<file path="src/rtl/ci_pkg.sv">
package ci_pkg;
  parameter int unsigned CI_SAMPLE_W   = 16;
  parameter int unsigned CI_GAIN_W     = 32;
  parameter int unsigned CI_WHOLE_W    = 32;
  parameter int unsigned CI_FRAC_W     = 32;
  parameter int unsigned CI_TIME_W     = 32;
  parameter int unsigned CI_SMP_PER_S  = 4;

  function automatic int unsigned ci_phase_w(input int unsigned per_s);
    return (per_s > 1) ? $clog2(per_s) : 1;
  endfunction
endpackage

</file>
<file path="src/rtl/ci_scaler.sv">
module ci_scaler #(
  parameter int unsigned SAMPLE_W = ci_pkg::CI_SAMPLE_W,
  parameter int unsigned GAIN_W   = ci_pkg::CI_GAIN_W,
  parameter int unsigned ACC_W    = ci_pkg::CI_WHOLE_W + ci_pkg::CI_FRAC_W
) (
  input  logic [SAMPLE_W-1:0] sample_i,
  input  logic [GAIN_W-1:0]   gain_i,
  output logic [ACC_W-1:0]    delta_o
);
  localparam int unsigned PROD_W = SAMPLE_W + GAIN_W + 1;

  logic signed [PROD_W-1:0] smp_ext;
  logic signed [PROD_W-1:0] gain_ext;
  logic signed [PROD_W-1:0] prod;

  always_comb begin
    smp_ext  = PROD_W'($signed(sample_i));
    gain_ext = $signed({{(PROD_W-GAIN_W){1'b0}}, gain_i});
    prod     = smp_ext * gain_ext;
  end

  generate
    if (ACC_W > PROD_W) begin : g_extend
      assign delta_o = {{(ACC_W-PROD_W){prod[PROD_W-1]}}, prod};
    end else begin : g_trunc
      assign delta_o = prod[ACC_W-1:0];
    end
  endgenerate
endmodule

</file>
<file path="src/rtl/ci_charge_acc.sv">
module ci_charge_acc #(
  parameter int unsigned ACC_W = ci_pkg::CI_WHOLE_W + ci_pkg::CI_FRAC_W
) (
  input  logic             clk,
  input  logic             rst_n,
  input  logic             clr_i,
  input  logic             en_i,
  input  logic [ACC_W-1:0] delta_i,
  output logic [ACC_W-1:0] acc_o
);
  logic [ACC_W-1:0] acc_q;
  logic [ACC_W-1:0] acc_d;
  logic             acc_en;

  always_comb begin
    acc_en = clr_i | en_i;
    if (clr_i) acc_d = '0;
    else       acc_d = acc_q + delta_i;
  end

  always_ff @(posedge clk or negedge rst_n) begin
    if (!rst_n)      acc_q <= '0;
    else if (acc_en) acc_q <= acc_d;
  end

  assign acc_o = acc_q;
endmodule

</file>
<file path="src/rtl/ci_sec_timer.sv">
module ci_sec_timer #(
  parameter int unsigned SMP_PER_S = ci_pkg::CI_SMP_PER_S,
  parameter int unsigned TIME_W    = ci_pkg::CI_TIME_W,
  parameter int unsigned PH_W      = ci_pkg::ci_phase_w(SMP_PER_S)
) (
  input  logic              clk,
  input  logic              rst_n,
  input  logic              clr_i,
  input  logic              en_i,
  output logic [TIME_W-1:0] secs_o,
  output logic [PH_W-1:0]   phase_o
);
  localparam logic [PH_W-1:0]   PH_LAST  = PH_W'(SMP_PER_S - 1);
  localparam logic [TIME_W-1:0] SECS_MAX = '1;

  logic [PH_W-1:0]   phase_q, phase_d;
  logic [TIME_W-1:0] secs_q, secs_d;
  logic              tmr_en;

  always_comb begin
    tmr_en  = clr_i | en_i;
    phase_d = phase_q;
    secs_d  = secs_q;
    if (clr_i) begin
      phase_d = '0;
      secs_d  = '0;
    end else if (phase_q == PH_LAST) begin
      phase_d = '0;
      if (secs_q != SECS_MAX) secs_d = secs_q + 1'b1;
    end else begin
      phase_d = phase_q + 1'b1;
    end
  end

  always_ff @(posedge clk or negedge rst_n) begin
    if (!rst_n) begin
      phase_q <= '0;
      secs_q  <= '0;
    end else if (tmr_en) begin
      phase_q <= phase_d;
      secs_q  <= secs_d;
    end
  end

  assign secs_o  = secs_q;
  assign phase_o = phase_q;
endmodule

</file>
<file path="src/rtl/coulomb_integrator.sv">
module coulomb_integrator #(
  parameter int unsigned SAMPLE_W  = ci_pkg::CI_SAMPLE_W,
  parameter int unsigned GAIN_W    = ci_pkg::CI_GAIN_W,
  parameter int unsigned WHOLE_W   = ci_pkg::CI_WHOLE_W,
  parameter int unsigned FRAC_W    = ci_pkg::CI_FRAC_W,
  parameter int unsigned TIME_W    = ci_pkg::CI_TIME_W,
  parameter int unsigned SMP_PER_S = ci_pkg::CI_SMP_PER_S
) (
  input  logic                clk,
  input  logic                rst_n,
  input  logic                smp_valid,
  input  logic [SAMPLE_W-1:0] smp_data,
  input  logic [GAIN_W-1:0]   gain,
  input  logic                clr_cmd,
  input  logic                snap_req,
  output logic [WHOLE_W-1:0]  rd_whole,
  output logic [FRAC_W-1:0]   rd_part,
  output logic [TIME_W-1:0]   rd_secs
);
  localparam int unsigned ACC_W = WHOLE_W + FRAC_W;
  localparam int unsigned PH_W  = ci_pkg::ci_phase_w(SMP_PER_S);

  logic       rst_meta_q;
  logic       rst_sync_n;

  always_ff @(posedge clk or negedge rst_n) begin
    if (!rst_n) begin
      rst_meta_q <= 1'b0;
      rst_sync_n <= 1'b0;
    end else begin
      rst_meta_q <= 1'b1;
      rst_sync_n <= rst_meta_q;
    end
  end

  logic [ACC_W-1:0]  delta;
  logic [ACC_W-1:0]  acc;
  logic [TIME_W-1:0] secs;
  logic [PH_W-1:0]   phase;

  ci_scaler #(
    .SAMPLE_W(SAMPLE_W), .GAIN_W(GAIN_W), .ACC_W(ACC_W)
  ) u_scaler (
    .sample_i(smp_data), .gain_i(gain), .delta_o(delta)
  );

  ci_charge_acc #(.ACC_W(ACC_W)) u_acc (
    .clk(clk), .rst_n(rst_sync_n), .clr_i(clr_cmd), .en_i(smp_valid),
    .delta_i(delta), .acc_o(acc)
  );

  ci_sec_timer #(
    .SMP_PER_S(SMP_PER_S), .TIME_W(TIME_W), .PH_W(PH_W)
  ) u_timer (
    .clk(clk), .rst_n(rst_sync_n), .clr_i(clr_cmd), .en_i(smp_valid),
    .secs_o(secs), .phase_o(phase)
  );

  logic [WHOLE_W-1:0] whole_q, whole_d;
  logic [FRAC_W-1:0]  part_q, part_d;
  logic [TIME_W-1:0]  secs_sh_q, secs_sh_d;

  always_comb begin
    whole_d   = acc[ACC_W-1:FRAC_W];
    part_d    = acc[FRAC_W-1:0];
    secs_sh_d = secs;
  end

  always_ff @(posedge clk or negedge rst_sync_n) begin
    if (!rst_sync_n) begin
      whole_q   <= '0;
      part_q    <= '0;
      secs_sh_q <= '0;
    end else if (snap_req) begin
      whole_q   <= whole_d;
      part_q    <= part_d;
      secs_sh_q <= secs_sh_d;
    end
  end

  assign rd_whole = whole_q;
  assign rd_part  = part_q;
  assign rd_secs  = secs_sh_q;
endmodule

</file>
<file path="config.mk">
export PLATFORM = sky130hd
export DESIGN_NAME = coulomb_integrator
export DESIGN_NICKNAME = d
export VERILOG_FILES = /design/src/rtl/ci_pkg.sv /design/src/rtl/ci_scaler.sv /design/src/rtl/ci_charge_acc.sv /design/src/rtl/ci_sec_timer.sv /design/src/rtl/coulomb_integrator.sv
export SDC_FILE = /design/constraint.sdc
export NUM_CORES = 2
export LEC_CHECK = 0
export BUFFER_PORTS_ARGS = -buffer_cell sky130_fd_sc_hd__buf_4
export CORE_MARGIN = 3
export CORE_UTILIZATION = 35
export CTS_BUF_LIST = sky130_fd_sc_hd__clkbuf_16
export DETAILED_ROUTE_END_ITERATION = 8
export PLACE_DENSITY = 0.49
export SETUP_SLACK_MARGIN = 0.3
export SYNTH_ARGS = -nofsm -noshare
export SYNTH_HDL_FRONTEND = slang
export SYNTH_SLANG_ARGS = --single-unit
</file>
<file path="constraint.sdc">
create_clock -name clk -period 5.7 [get_ports clk]
set_clock_uncertainty 0.15 [all_clocks]
set_input_delay 1.14 -clock clk [delete_from_list [all_inputs] [get_ports clk]]
set_output_delay 1.14 -clock clk [all_outputs]
set_load 0.005 [all_outputs]
</file>
# Word level (Yosys, flattened, before mapping)
# Index checks and enable logic that the tools add are counted.
# W data, S select, Z words.
[totals] elab_cells=24 output_inout_bits=96 ff_bits=196 in_bits=53
[op_classes] mux=6 n_addsub=3 multipliers=1 eq_ne=2 n_reduce_logical=3 bitwise_logic=1
[ops] cell="$mux W32" n=3
[ops] cell="$add A64 B64 Y64" n=1
[ops] cell="$mux W64" n=1
[ops] cell="$mul A16 B33 Y49" n=1
[ops] cell="$add A32 B1 Y32 const B" n=1
[ops] cell="$ne A32 B32 Y1 const B" n=1
[ops] cell="$mux W2" n=2
[ops] cell="$reduce_bool A2 Y1" n=2
[ops] cell="$reduce_and A3 Y1" n=1
[ops] cell="$add A2 B1 Y2 const B" n=1
[ops] cell="$eq A2 B2 Y1 const B" n=1
[ops] cell="$or A1 B1 Y1" n=1

# Longest topological paths before layout
[depth] ltp_word=4 mapped_depth=38 mapped_depth_nobuf=37

# Cells and area by module
# A second synthesis with hierarchy kept.
[unflattened] cells_unflattened=3174 hier_area_um2=28912.7
[modules_own_cells] module="ci_scaler" area_per_inst_um2=17036.3 seq_area_each_um2=0.0 instances=1 cells_each=2005
[modules_own_cells] module="ci_charge_acc" area_per_inst_um2=6221.0 seq_area_each_um2=1601.5 instances=1 cells_each=770
[modules_own_cells] module="coulomb_integrator" area_per_inst_um2=3818.7 seq_area_each_um2=2452.4 instances=1 cells_each=206
[modules_own_cells] module="ci_sec_timer" area_per_inst_um2=1836.8 seq_area_each_um2=850.8 instances=1 cells_each=193

# Worst setup path before layout
# No wires, ideal clock.
[synth_path] path_type="input to register" startpoint="input port gain[18]" endpoint="register u_acc.acc_q[58] (netlist: u_acc.acc_o[58])" stages=34 path_buffers=1 t_arrival_ns=8.823 slack_ns=-3.397 required_time_ns=5.426 setup_time_ns=0.124 cell_sequence="clkbuf_1 nand2_1 fa_1 fa_1 fa_1 inv_1 fa_1 fa_1 inv_1 fa_1 inv_1 ha_1 a21o_1 nor2_1 and3b_1 o2111ai_1 nand2_1 nor2_1 a21oi_1 o21bai_1 a21o_1 a21oi_1 xnor2_1 ha_1 and4_1 nand3_1 nor3_1 inv_1 o311a_4 o31a_1 o21ai_2 a21boi_1 and4b_1 a211o_1"
[synth_between] elab_chain_len=3
[synth_lines] element="from (decl)" line_no="coulomb_integrator.sv:13" text="input logic [GAIN_W-1:0] gain,"
[synth_lines] element="$mul A16 B33 Y49" line_no="ci_scaler.sv:19" text="prod = smp_ext * gain_ext;"
[synth_lines] element="$add A64 B64 Y64" line_no="ci_charge_acc.sv:18" text="else acc_d = acc_q + delta_i;"
[synth_lines] element="$mux W64" line_no="ci_charge_acc.sv:17" text="if (clr_i) acc_d = '0;"
[synth_lines] element="to (signal assigned)" line_no="ci_charge_acc.sv:22" text="if (!rst_n) acc_q <= '0;"
[synth_lines] element="to (signal assigned)" line_no="ci_charge_acc.sv:23" text="else if (acc_en) acc_q <= acc_d;"
[synth_lines] element="to (decl)" line_no="ci_charge_acc.sv:11" text="logic [ACC_W-1:0] acc_q;"
# Every way passes these cells.
# A chain may end at the register's enable or synchronous reset.

# Worst setup path in the final report
[layout_path] startpoint="input port smp_data[4]" endpoint="register u_acc.acc_q[58] (netlist: u_acc.acc_o[58])"
[layout_between] elab_chain_len=3
[layout_lines] element="from (decl)" line_no="coulomb_integrator.sv:12" text="input logic [SAMPLE_W-1:0] smp_data,"
[layout_lines] element="$mul A16 B33 Y49" line_no="ci_scaler.sv:19"
[layout_lines] element="$add A64 B64 Y64" line_no="ci_charge_acc.sv:18"
[layout_lines] element="$mux W64" line_no="ci_charge_acc.sv:17"
# Every way passes these cells.

==> results_dict.tcl <==
set metrics [dict create \
    fmax_ghz 0.114 \
    seqCellArea_um2 4910 \
    path_class "in -> reg" \
    cap_violations 0 \
    multi_input_area_um2 22900 \
    die_h_um 289 \
    first_global_vias 25000 \
    min_path_type "reg -> reg" \
    outcome "complete, but fails checks" \
    rsz0062_at_grt "yes" \
    place.port_buffers 148 \
    critPathArrivalTime_ns 8.96 \
    seq_area_frac_synth_pct 17.5 \
    antenna_found_initial 0 \
    dr.first_iter.drc_count 1162 \
    wl_per_cell_um 17.5 \
    vias 23000 \
    clkLatencyLatePin_ns 0.46 \
    diodes 0 \
    synth_async_sr_flop_share_pct 100 \
    cpPeakStageDelay_ns 0.61 \
    numClockSinks 196 \
    cts_tree "done" \
    synthCells 3047 \
    synth_edf_count 0 \
    htreeDepth 4 \
    yosysWarnings 0 \
    area_growth_syn_to_layout_pct 35.0 \
    slew_violations 0 \
    nets 4340 \
    gp_congestion 0.906 \
    grt_max_degree 71 \
    fillers 7446 \
    root_buffer "clkbuf_16" \
    crit_required_ns 5.90 \
    cp.buffers_inverters 6 \
    drt_wl_total_mm 82.6 \
    netlist.area_leader.share_pct 29.8 \
    period_minus_slack_ns 8.75 \
    finalCritPeriodShare_pct 154 \
    drt.antenna.violating_nets 0 \
    synth_area_leaders "fa_1 (30%), dfrtp_1 (17%), ha_1 (10%)" \
    violations "negative setup slack" \
    coreArea_um2 79300 \
    first_pass_iters 6 \
    grt_pass1_wl_mm 135 \
    grt_use_total_pct 20.1 \
    critical_path.slowest_cell "fa_2" \
    worstSetupEndpointType "flip-flop" \
    worst_slew_pin_slew_ns 1.08 \
    clk_path_buf_depth 2 \
    overflow 0 \
    synth.avg_cell_area_um2 9.22 \
    drive_gt1_share_pct 33.8 \
    cts_made_buffers 17 \
    synth.distinct_cells 88 \
    maxSlewHeadroom_pct 27.4 \
    path_common_cell "fa_1" \
    ys.flop_type "dfrtp_1" \
    io_pins 149 \
    dieArea_um2 83700 \
    synth.cell_area_um2 28100 \
    setup_viol 57 \
    cts.clk_slew.worst_paths_ns 0.09 \
    dp_hpwl_mm 64.9 \
    hold_viol_final 0 \
    start_util_pct 35.5 \
    netlist.top_cell.by_area "fa_1" \
    layout_setup_ws_ns -3.05 \
    start_kind "input port" \
    synth_nets 3744 \
    ys_seq_elements 196 \
    cp_max_fo 8 \
    hold_slack_ns 0.211 \
    via_per_inst 4.88 \
    die_w_um 289 \
    crit_family "adder cells" \
    drc_errors 0 \
    rows 103 \
]
[logic make-up (layout without fill, tap and decap cells)]
| group | Yosys count | in the layout | share of synthesized area (%) |
|---|---|---|---|
| AO/OA/AOI/OAI | 368 | 369 | 8.95 |
| buffers and inverters | 679 | 1287 | 9.10 |
| flip-flops | 196 | 196 | 17.5 |
| other | 1 | 1 | 0.0133 |
| XOR/XNOR | 122 | 122 | 3.80 |
| adder cells (fa/ha/maj) | 644 | 644 | 39.9 |
| multiplexers | 143 | 143 | 5.52 |
| AND/OR/NAND/NOR | 894 | 894 | 15.3 |
[flip-flops by register name (all words and copies together), names as in the netlist]
| name | count |
|---|---|
| u_acc.acc_o | 64 |
| rd_part | 32 |
| rd_secs | 32 |
| rd_whole | 32 |
| u_timer.secs_o | 32 |
| u_timer.phase_o | 2 |
| rst_meta_q | 1 |
| rst_sync_n | 1 |
[synth_stat cells (47+ instances only)]
library cell	number
fa_1	419
nor2_1	166
inv_1	551
dfrtp_1	196
a21o_1	51
o21ai_0	62
and2_1	222
nand2_1	353
mux2i_1	47
clkbuf_1	115
mux2_2	96
a21oi_1	114
ha_1	225
xnor2_1	80
[stage by stage]
stage	setup TNS, ns	utilization (%)	cells	setup WS, ns	area [um^2]
final	-137.13	47.8	4706	-3.05	37900
after global routing	-152.66	47.8	4706	-3.35	37900
after CTS	-133.28	46.2	4673	-3.04	36600
after detailed placement	-171.32	43.5	4593	-3.82	34500
after global placement	-169.11	43.5	4593	-3.78	34500
after floorplan	-118.02	-	3047	-2.94	29100
[cell usage in the layout, fill, tap and decap left out, types with 23 or more instances in the layout]
cell,synthesis,routed
buf_4,1,580
inv_1,551,515
fa_1,419,380
nand2_1,353,333
dfrtp_1,196,195
and2_1,222,187
ha_1,225,178
nor2_1,166,143
mux2_2,96,96
buf_6,0,84
a21oi_1,114,60
xnor2_1,80,55
a21o_1,51,51
mux2i_1,47,47
a21oi_2,3,45
ha_4,0,43
fa_2,0,39
inv_2,1,36
xor2_1,42,36
and2_4,0,35
o21ai_0,62,33
nand2b_1,25,24
nand3_1,30,23
buf_12,0,23
[what timing repair did]
item	in CTS	in global routing
cloned	3	3
pin swaps	146	152
hold buffers	0	0
endpoints found under the setup margin	58	58
buffers inserted	45	30
gates resized for setup	253	210
hold endpoints to repair	0	0
[area by class of cell]
cell class,instances,share of cell area [%]
inverters,552,5.47
well taps,1050,3.46
flip-flops and latches,196,12.9
multi-input cells,2173,60.3
clock inverters,15,0.607
clock buffers,17,1.12
repair buffers,703,16.1
[worst register-to-register path: cells and delay by family (launching register included)]
family | cells | cell delay [ns]
simple gates | 2 | 0.47
compound gates | 9 | 1.82
fa+ha+maj | 2 | 0.61
buf+inv | 2 | 0.23
flops | 1 | 0.38
[metal layers]
| metal | wire [um] | up-vias | GRT usage [%] |
|---|---|---|---|
| met2 | 39900 | 427 | 33.6 |
| li1 | - | 10800 | - |
| met5 | 0 | - | 0 |
| met1 | 37800 | 11700 | 28.3 |
| met4 | 1300 | 0 | 3.93 |
| met3 | 3540 | 70 | 2.52 |
[final timing paths]
check | endpoint | startpoint | cells after the start | slack [ns]
hold reg to reg | rst_sync_n | rst_meta_q | 0 | 0.21
setup reg to reg | u_acc.acc_o[58] | u_acc.acc_o[0] | 15 | 1.94
setup / recovery | u_acc.acc_o[58] | smp_data[4] | 34 | -3.05
hold / removal | rst_sync_n | rst_meta_q | 0 | 0.21
max in group asynchronous | u_acc.acc_o[44] | rst_sync_n | 1 | 3.84
min in group asynchronous | rst_sync_n | rst_n | 1 | 0.29
Power is left out: the tool's default activity adds up to more than one toggle a clock period on the data nets, which glitch-free logic cannot reach.
